<file path="src/rtl/sdram_seq_pkg.sv">
package sdram_seq_pkg;

    typedef enum logic [2:0] {
        CMD_NOP = 3'd0,
        CMD_ACT = 3'd1,
        CMD_RD  = 3'd2,
        CMD_WR  = 3'd3,
        CMD_MRS = 3'd4,
        CMD_BST = 3'd5
    } sdram_cmd_e;

    typedef enum logic [1:0] {
        ST_IDLE  = 2'd0,
        ST_TRCD  = 2'd1,
        ST_BURST = 2'd2
    } seq_state_e;

    localparam int unsigned BLCODE_W = 3;
    localparam int unsigned WMODE_W  = 2;
    localparam int unsigned BLCODE_LSB = 0;
    localparam int unsigned WMODE_LSB  = 8;

endpackage

</file>
<file path="src/rtl/sdram_mode_reg.sv">
module sdram_mode_reg
    import sdram_seq_pkg::*;
#(
    parameter int unsigned COL_W = 9
) (
    input  logic                clk,
    input  logic                rst_n,
    input  logic                load,
    input  logic [BLCODE_W-1:0] bl_code,
    input  logic [WMODE_W-1:0]  wm_code,
    output logic [COL_W-1:0]    len_m1,
    output logic                full_page,
    output logic                single_wr
);

    typedef struct packed {
        logic [BLCODE_W-1:0] bl;
        logic [WMODE_W-1:0]  wm;
    } mode_t;

    mode_t mode_d, mode_q;

    always_comb begin
        mode_d = mode_q;
        if (load) begin
            mode_d.bl = bl_code;
            mode_d.wm = wm_code;
        end
    end

    always_ff @(posedge clk) begin
        if (!rst_n) mode_q <= '0;
        else        mode_q <= mode_d;
    end

    always_comb begin
        full_page = 1'b0;
        case (mode_q.bl)
            3'd1:    len_m1 = COL_W'(1);
            3'd2:    len_m1 = COL_W'(3);
            3'd3:    len_m1 = COL_W'(7);
            3'd7: begin
                len_m1    = '1;
                full_page = 1'b1;
            end
            default: len_m1 = '0;
        endcase
        single_wr = (mode_q.wm != '0);
    end

endmodule

</file>
<file path="src/rtl/sdram_col_next.sv">
module sdram_col_next #(
    parameter int unsigned COL_W = 9
) (
    input  logic [COL_W-1:0] cur,
    input  logic [COL_W-1:0] mask,
    input  logic             linear,
    output logic [COL_W-1:0] nxt
);

    logic [COL_W-1:0] inc;

    always_comb begin
        inc = cur + COL_W'(1);
        if (linear) nxt = inc;
        else        nxt = (cur & ~mask) | (inc & mask);
    end

endmodule

</file>
<file path="src/rtl/sdram_rd_align.sv">
module sdram_rd_align #(
    parameter int unsigned DQ_W = 16,
    parameter int unsigned CL   = 3
) (
    input  logic            clk,
    input  logic            rst_n,
    input  logic            slot_rd,
    input  logic [DQ_W-1:0] dq_in,
    output logic            rd_valid,
    output logic [DQ_W-1:0] rd_data
);

    typedef struct packed {
        logic [CL-1:0]   pipe;
        logic            vld;
        logic [DQ_W-1:0] data;
    } rd_t;

    rd_t r_d, r_q;
    logic [CL-1:0] pipe_shift;

    generate
        if (CL == 1) begin : g_cl1
            assign pipe_shift = slot_rd;
        end else begin : g_cln
            assign pipe_shift = {r_q.pipe[CL-2:0], slot_rd};
        end
    endgenerate

    always_comb begin
        r_d      = r_q;
        r_d.pipe = pipe_shift;
        r_d.vld  = r_q.pipe[CL-1];
        if (r_q.pipe[CL-1]) r_d.data = dq_in;
    end

    always_ff @(posedge clk) begin
        if (!rst_n) r_q <= '0;
        else        r_q <= r_d;
    end

    assign rd_valid = r_q.vld;
    assign rd_data  = r_q.data;

endmodule

</file>
<file path="src/rtl/sdram_wr_path.sv">
module sdram_wr_path #(
    parameter int unsigned DQ_W = 16
) (
    input  logic            clk,
    input  logic            rst_n,
    input  logic            take,
    input  logic [DQ_W-1:0] wr_data,
    output logic            dq_oe,
    output logic [DQ_W-1:0] dq_out
);

    typedef struct packed {
        logic            oe;
        logic [DQ_W-1:0] data;
    } wr_t;

    wr_t w_d, w_q;

    always_comb begin
        w_d    = w_q;
        w_d.oe = take;
        if (take) w_d.data = wr_data;
    end

    always_ff @(posedge clk) begin
        if (!rst_n) w_q <= '0;
        else        w_q <= w_d;
    end

    assign dq_oe  = w_q.oe;
    assign dq_out = w_q.data;

endmodule

</file>
<file path="src/rtl/sdram_burst_seq.sv">
module sdram_burst_seq
    import sdram_seq_pkg::*;
#(
    parameter int unsigned DQ_W   = 16,
    parameter int unsigned BA_W   = 2,
    parameter int unsigned ROW_W  = 13,
    parameter int unsigned COL_W  = 9,
    parameter int unsigned ADDR_W = 14,
    parameter int unsigned TRCD   = 3,
    parameter int unsigned CL     = 3
) (
    input  logic              clk,
    input  logic              rst_n,
    input  logic              mode_load,
    input  logic [ADDR_W-1:0] mode_value,
    input  logic              req_valid,
    output logic              req_ready,
    input  logic              req_write,
    input  logic [BA_W-1:0]   req_bank,
    input  logic [ROW_W-1:0]  req_row,
    input  logic [COL_W-1:0]  req_col,
    input  logic              stop_req,
    input  logic [DQ_W-1:0]   wr_data,
    output logic              wr_take,
    output logic              rd_valid,
    output logic [DQ_W-1:0]   rd_data,
    output logic              xfer_vld,
    output logic [COL_W-1:0]  xfer_col,
    output logic [2:0]        cmd,
    output logic [BA_W-1:0]   ba,
    output logic [ADDR_W-1:0] addr,
    output logic [DQ_W-1:0]   dq_out,
    output logic              dq_oe,
    input  logic [DQ_W-1:0]   dq_in
);

    localparam int unsigned CNT_W = $clog2(TRCD + 1);

    typedef struct packed {
        seq_state_e        state;
        logic [CNT_W-1:0]  cnt;
        sdram_cmd_e        cmd;
        logic [BA_W-1:0]   ba;
        logic [ADDR_W-1:0] addr;
        logic [COL_W-1:0]  col;
        logic [COL_W-1:0]  left;
        logic              wr;
        logic              fpb;
        logic              slot;
    } seq_t;

    seq_t s_d, s_q;

    logic             idle;
    logic             mode_we;
    logic [COL_W-1:0] len_m1;
    logic             full_page;
    logic             single_wr;
    logic [COL_W-1:0] col_nxt;
    logic             one_beat_wr;
    logic             fp_mode;

    assign idle    = (s_q.state == ST_IDLE);
    assign mode_we = idle && mode_load;

    sdram_mode_reg #(.COL_W(COL_W)) u_mode (
        .clk       (clk),
        .rst_n     (rst_n),
        .load      (mode_we),
        .bl_code   (mode_value[BLCODE_LSB +: BLCODE_W]),
        .wm_code   (mode_value[WMODE_LSB +: WMODE_W]),
        .len_m1    (len_m1),
        .full_page (full_page),
        .single_wr (single_wr)
    );

    sdram_col_next #(.COL_W(COL_W)) u_col (
        .cur    (s_q.col),
        .mask   (len_m1),
        .linear (s_q.fpb),
        .nxt    (col_nxt)
    );

    assign one_beat_wr = s_q.wr && single_wr;

    always_comb begin
        s_d      = s_q;
        s_d.cmd  = CMD_NOP;
        s_d.slot = 1'b0;
        case (s_q.state)
            ST_IDLE: begin
                if (mode_load) begin
                    s_d.cmd  = CMD_MRS;
                    s_d.addr = mode_value;
                end else if (req_valid) begin
                    s_d.cmd   = CMD_ACT;
                    s_d.ba    = req_bank;
                    s_d.addr  = ADDR_W'(req_row);
                    s_d.col   = req_col;
                    s_d.wr    = req_write;
                    s_d.cnt   = CNT_W'(TRCD - 1);
                    s_d.state = ST_TRCD;
                end
            end
            ST_TRCD: begin
                if (s_q.cnt == '0) begin
                    s_d.cmd   = s_q.wr ? CMD_WR : CMD_RD;
                    s_d.addr  = ADDR_W'(s_q.col);
                    s_d.slot  = 1'b1;
                    s_d.fpb   = full_page && !one_beat_wr;
                    s_d.left  = one_beat_wr ? '0 : len_m1;
                    s_d.state = ST_BURST;
                end else begin
                    s_d.cnt = s_q.cnt - CNT_W'(1);
                end
            end
            ST_BURST: begin
                if (s_q.fpb) begin
                    if (stop_req) begin
                        s_d.cmd   = CMD_BST;
                        s_d.state = ST_IDLE;
                    end else begin
                        s_d.slot = 1'b1;
                        s_d.col  = col_nxt;
                    end
                end else if (s_q.left == '0) begin
                    s_d.state = ST_IDLE;
                end else begin
                    s_d.slot = 1'b1;
                    s_d.col  = col_nxt;
                    s_d.left = s_q.left - COL_W'(1);
                end
            end
            default: s_d.state = ST_IDLE;
        endcase
    end

    always_ff @(posedge clk) begin
        if (!rst_n) s_q <= '0;
        else        s_q <= s_d;
    end

    sdram_rd_align #(.DQ_W(DQ_W), .CL(CL)) u_rd (
        .clk      (clk),
        .rst_n    (rst_n),
        .slot_rd  (s_q.slot && !s_q.wr),
        .dq_in    (dq_in),
        .rd_valid (rd_valid),
        .rd_data  (rd_data)
    );

    sdram_wr_path #(.DQ_W(DQ_W)) u_wr (
        .clk     (clk),
        .rst_n   (rst_n),
        .take    (wr_take),
        .wr_data (wr_data),
        .dq_oe   (dq_oe),
        .dq_out  (dq_out)
    );

    assign fp_mode   = s_q.fpb;
    assign req_ready = idle;
    assign wr_take   = s_q.slot && s_q.wr;
    assign xfer_vld  = s_q.slot;
    assign xfer_col  = s_q.col;
    assign cmd       = s_q.cmd;
    assign ba        = s_q.ba;
    assign addr      = s_q.addr;

endmodule

</file>
<file path="config.mk">
export PLATFORM = sky130hd
export DESIGN_NAME = sdram_burst_seq
export DESIGN_NICKNAME = d
export VERILOG_FILES = /design/src/rtl/sdram_seq_pkg.sv /design/src/rtl/sdram_mode_reg.sv /design/src/rtl/sdram_col_next.sv /design/src/rtl/sdram_rd_align.sv /design/src/rtl/sdram_wr_path.sv /design/src/rtl/sdram_burst_seq.sv
export SDC_FILE = /design/constraint.sdc
export NUM_CORES = 1
export LEC_CHECK = 0
export BUFFER_PORTS_ARGS = -buffer_cell sky130_fd_sc_hd__buf_2
export CORE_MARGIN = 2
export CORE_UTILIZATION = 35
export CTS_CLUSTER_DIAMETER = 50
export CTS_CLUSTER_SIZE = 25
export DETAILED_ROUTE_END_ITERATION = 6
export HOLD_SLACK_MARGIN = 0.02
export PLACE_DENSITY = 0.62
export SYNTH_ARGS = -nofsm -noshare
export SYNTH_HDL_FRONTEND = slang
export SYNTH_SLANG_ARGS = --single-unit
</file>
<file path="constraint.sdc">
create_clock -name clk -period 3.2 [get_ports clk]
set_clock_uncertainty 0.1 [all_clocks]
set_input_delay 0.48 -clock clk [delete_from_list [all_inputs] [get_ports clk]]
set_output_delay 0.48 -clock clk [all_outputs]
set_load 0.01 [all_outputs]
</file>
Word level (Yosys, flattened, before mapping). Cells that the tools add are included.

Register bits: 86. Input port bits: 76. Output and inout bits: 65. Logic and storage cells: 98.

Add/subtract/negate cells: 3. Equality and inequality tests: 17. Muxes and demuxes: 35. Bitwise gates (word level): 5. Reductions and logical operators: 21.

Operators with widths (number): 9-bit two-way mux (7); 9-bit case mux with 2 select lines (2); 9-bit case mux with 4 select lines (1); 32-bit two-way mux (1); 14-bit two-way mux (2); 14-bit case mux with 2 select lines (1); 9-bit AND (2); 18-bit two-way mux (1); 3-bit inequality test (second input constant) (5); 2-bit two-way mux (6); 2-bit inequality test (second input constant) (6); 5-bit AND reduction (2); 9-bit by 1-bit adder with 9-bit output (second input constant) (1); 9-bit zero test (1); 3-bit two-way mux (3); 9-bit NOT (1); 9-bit bitwise OR (1); 3-bit case mux with 3 select lines (1); 9-bit by 1-bit subtractor with 9-bit output (second input constant) (1); 4-bit AND reduction (2); 2-bit nonzero test (4); 3-bit by 2-bit == test with 1-bit output (second input constant) (2); 1-bit two-way mux (6); 2-bit case mux with 3 select lines (1); 14 further kinds (21).

Depth between registers and ports, before layout.
Depth in word-level cells: 9. Depth in mapped cells: 9. Mapped depth without buffers: 7.

Hierarchy. Synthesis repeated with hierarchy kept, for this count alone.

Cell total of the unflattened synthesis: 494. Area total of the unflattened synthesis: 4519.3 um^2.

By module, submodules not included: sdram_burst_seq (instances 1, cells an instance 327, area an instance 2683.8 um^2, sequential area each 880.8 um^2); sdram_rd_align (instances 1, cells an instance 60, area an instance 725.7 um^2, sequential area each 400.4 um^2); sdram_wr_path (instances 1, cells an instance 53, area an instance 643.1 um^2, sequential area each 340.3 um^2); sdram_mode_reg (instances 1, cells an instance 28, area an instance 279.0 um^2, sequential area each 100.1 um^2); sdram_col_next (instances 1, cells an instance 26, area an instance 187.7 um^2, sequential area each 0.0 um^2).

Least setup slack after synthesis. No wires, ideal clock.

Path type: reg-to-reg. From: register s_q[4] (netlist bit). To: register s_q[4] (netlist bit). Library setup time: 0.079 ns. Arrival time: 2.121 ns. Required time: 3.021 ns. Setup slack: 0.900 ns. Cell stages (with the launch flop): 9. Buffers on the path: 1. Clock period less this slack: 2.300 ns. Cell sequence: dfxtp_1 -> inv_1 -> ha_1 -> or4b_1 -> buf_2 -> or3_4 -> a31o_4 -> o211a_1 -> a211oi_2.

Cells in the longest elaborated chain, start to end: 4. Elaborated cells on any way between the ends: 7. Classes of those cells: 1 x add/sub; 1 x eq/ne; 3 x mux; 2 x reduce/logical.

Ends and longest elaborated chain: from (decl) (RTL line sdram_burst_seq.sv:52) `seq_t s_d, s_q;`; from (signal assigned) (RTL line sdram_burst_seq.sv:139) `if (!rst_n) s_q <= '0;`; from (signal assigned) (RTL line sdram_burst_seq.sv:140) `else s_q <= s_d;`; 9-bit by 1-bit subtractor with 9-bit output (RTL line sdram_burst_seq.sv:131) `s_d.left = s_q.left - COL_W'(1);`; 18-bit two-way mux (RTL line sdram_burst_seq.sv:126) `end else if (s_q.left == '0) begin`; 9-bit two-way mux (RTL line sdram_burst_seq.sv:118) `if (s_q.fpb) begin`; 9-bit case mux with 2 select lines (RTL line sdram_burst_seq.sv:90) `case (s_q.state)`.

Parallel ways exist; a longest one is shown, timed or not. The select of a mux whose other input is x is not followed. A chain may end at the register's enable or synchronous reset.

Final worst setup path.
From: register s_q[4] (netlist bit). To: register s_q[9] (netlist bit).

The elaborated chain is that of the path after synthesis.

==> results.md <==
* RSZ-0062 raised after global routing: false
* Peak Freq at 0.363 GHz
* Row count at 39
* Post-synth net total at 587
* Cell Chain, Critical Path: inv_1 -> ha_1 -> or4b_1 -> or3_4 -> a31oi_2 -> buf_4 -> o21ai_2 -> a21oi_2
* Core ar. at 0.0114 mm²
* Clock-pin slew of the registers on the worst-case setup and hold paths at 0.07 ns
* GP Congestion at 0.827
* Cells after synthesis at 504
* Syn-to-layout area delta at 22.3%
* Critical R2R Launch: s_q[4]
* Pre-CTS WS at 0.454 ns
* Port bufs at 140
* First-pass GRT wire length at 17.8 mm
* Slew headroom at 26.2%
* Asr flop ratio synth at 0%
* Reg2Reg Depth at 8
* Max Fanout on Critical Path at 9
* Drt drc at 0
* Fin cells at 750
* Clk buf depth at 2
* N_diodes at 0
* GRT Util Overall at 17.3%
* Routed vias at 3851
* Final worst path period need at 2.76 ns
* Max-cap violations at 0
* Leading area contributor after synthesis: dfxtp_1
* Peak supply drop at 0.276 mV
* Initial DRC Count at 243
* Drt total wl at 11.0 mm
* Largest net degree at the start of global routing at 56
* WHS Endpoint: u_rd.rd_data[11]
* CTS tree: built
* Clock sink total at 86
* Wire length per cell at 14.7 µm
* Final Instance Area at 0.00503 mm²
* Critical Path End Type: register
* Worst skew pair latency at 0.34 ns
* Final Hold Fails at 0
* TritonRoute pass-1 iters at 4
* Area contributors post-synth: dfxtp_1 42%, a21oi_1 6.6%, nand2_1 5.9%
* CP Launch Type: register
* Synth Cell Area at 0.00411 mm²
* Worst Path Buf+Inv at 2
* Avg Cell Area, Syn at 8.16 µm²
* Class of the worst hold path: in2reg
* Number of global-route vias before repair at 3663
* Post-CTS sizing at 0
* # setup viols final at 0
* Post-Place Cells at 734
* Grt ovf at 0
* Hold_sp: dq_in[11]
* WS Path Type: reg2reg
* Die area at 0.0126 mm²
* Share of Yosys cell area claimed by the top area cell type at 41.9%
* Pwr Density at 605 mW/mm²
* Yosys reg bits at 86
* Crit-path slowest cell: or4b_1
* Final worst slack at 0.442 ns
* Root Driver: clkbuf_16
* Worst Path Arrival at 2.92 ns
* H-tree levels at 3
* HPWL Detailed at 7.86 mm
* Vias per cell at 5.13
* Slowest stage delay, CP at 0.62 ns
* Cell Area, Placed at 0.00471 mm²
* Num CTS Buffers at 9
* Post-route ant nets at 0
* Post-synthesis cell type count at 59
* Die W at 112 µm
* Layout Nets at 685
* Required time of the critical path at 3.37 ns
* Fin. max-slew vios at 0
* CP top delay family: simple AND/OR/NAND/NOR gates
* Worst r2r dst: s_q[9]
* WHS at 0.271 ns
* Hold Path Depth at 3
* Post-synth EDFFs at 0
* Final critical-path share of the clock period at 86.2%
* Fin Setup TNS at 0 ns
* Layout cells sized above 1 at 29.8%
* Status: completed
* Worst slew pin tran at 1.11 ns
* Die height at 112 µm
* CTS Hold Bufs at 0
* Ports at 141
* Initial antenna violation count at 0
* Lkg Pwr at 2.19 nW
* Initial Util at 36.0%
* Worst R2R Setup Slack at 0.44 ns
* Sequential-to-total area share from yosys stat at 41.9%
* Total number of yosys warnings at 0
* Post-CTS setup buffer count at 0
* # fillers at 1153
* Synth Flop Type: dfxtp_1
## placed cells by master (no fill, tap or decap), types with 4 or more instances in the layout
master / Yosys / layout
a21oi_1: 54 / 54
a21oi_2: 4 / 4
a221oi_1: 9 / 9
a22oi_1: 5 / 5
and3_1: 5 / 5
buf_2: 1 / 140
buf_4: 28 / 7
clkbuf_16: 0 / 9
dfxtp_1: 86 / 86
ha_1: 7 / 7
inv_1: 9 / 9
mux2i_1: 19 / 19
nand2_1: 65 / 65
nand2b_1: 7 / 7
nand3_1: 13 / 13
nand4_1: 4 / 4
nor2_1: 65 / 65
nor3_1: 15 / 15
o21ai_0: 12 / 12
## stage by stage
stage	total power [mW]	utilization, %
after detailed placement	1.96	41.2
after global routing	3.22	44.0
after CTS	3.08	44.0
after floorplan	1.80	-
final	3.04	44.0
after global placement	1.94	41.2
## how the worst max path moves through the flow
stage	cells after the start	start	slack (ns)	to
after floorplan	8	s_q[4]	0.90	s_q[4]
after global placement	8	s_q[4]	0.56	s_q[7]
after detailed placement	8	s_q[4]	0.45	s_q[9]
after CTS	8	s_q[4]	0.44	s_q[9]
after global routing	7	s_q[42]	0.17	register
final	8	s_q[4]	0.44	s_q[9]
## synthesized netlist by cell type, drive strengths merged, types with 3 or more instances
cell type	instances
mux2i	19
buf	33
a21oi	58
a211oi	4
a221oi	9
and3	5
a22oi	5
o21ai	17
o211ai	3
nand2b	7
a31oi	4
nand4	4
or3	3
nor3	15
nor4	3
ha	7
nor2	65
clkbuf	27
inv	10
and2	3
dfxtp	86
nand2	65
nand3	13
a31o	4
xnor2	3
a2bb2oi	3
## worst min-delay path, stage by stage
cell and delay (ns):
buf_2 0.08, mux2i_1 0.05, nor2_1 0.07
## per-layer routing
metal	GRT usage (%)	routed length [µm]	up-vias	part of all wire, %
met5	0	0	-	0
met4	7.07	180	0	1.6
met3	3.73	762	15	6.9
met2	28.4	5160	146	47
met1	22.3	4890	1764	45
li1	-	-	1926	-
## state kept, by name, summed over array words and instances (netlist names), named ones only
| name | cells |
|---|---|
| fp_mode | 1 |
| cmd | 3 |
| u_mode.mode_q | 5 |
| ba | 2 |
| u_rd.rd_data | 16 |
| xfer_vld | 1 |
| s_q | 14 |
| xfer_col | 1 |
| u_rd.r_d | 1 |
| u_wr.dq_oe | 1 |
| u_rd.rd_valid | 1 |
| u_rd.pipe_shift | 2 |
| u_wr.dq_out | 16 |
| addr | 14 |
## logic make-up after synthesis
kind of cell	count (synthesis)	synth area share, %
adder cells (fa/ha/maj)	7	2.13
flip-flops	86	41.9
AO/OA/AOI/OAI	124	20.3
multiplexers	19	4.63
AND/OR/NAND/NOR	191	20.7
XOR/XNOR	5	1.07
buffers and inverters	72	9.35
## where the power goes
group / switching [mW] / leakage [nW] / total [mW] / internal, mW
Sequential: 0.0836 / 0.698 / 1.23 / 1.15
Clock: 0.479 / 0.155 / 1.10 / 0.626
Combinational: 0.423 / 1.34 / 0.703 / 0.279
## final cells by class
type | instances | area, µm² | area share, %
multi-input combinational | 346 | 2010 | 40.0
sequential | 86 | 1720 | 34.2
timing repair buffer | 147 | 753 | 15.0
clock buffer | 9 | 225 | 4.48
tap | 143 | 179 | 3.56
clock inverter | 7 | 92.6 | 1.84
inverter | 12 | 45.0 | 0.896
No activity file was read; power rests on OpenSTA's default activity.
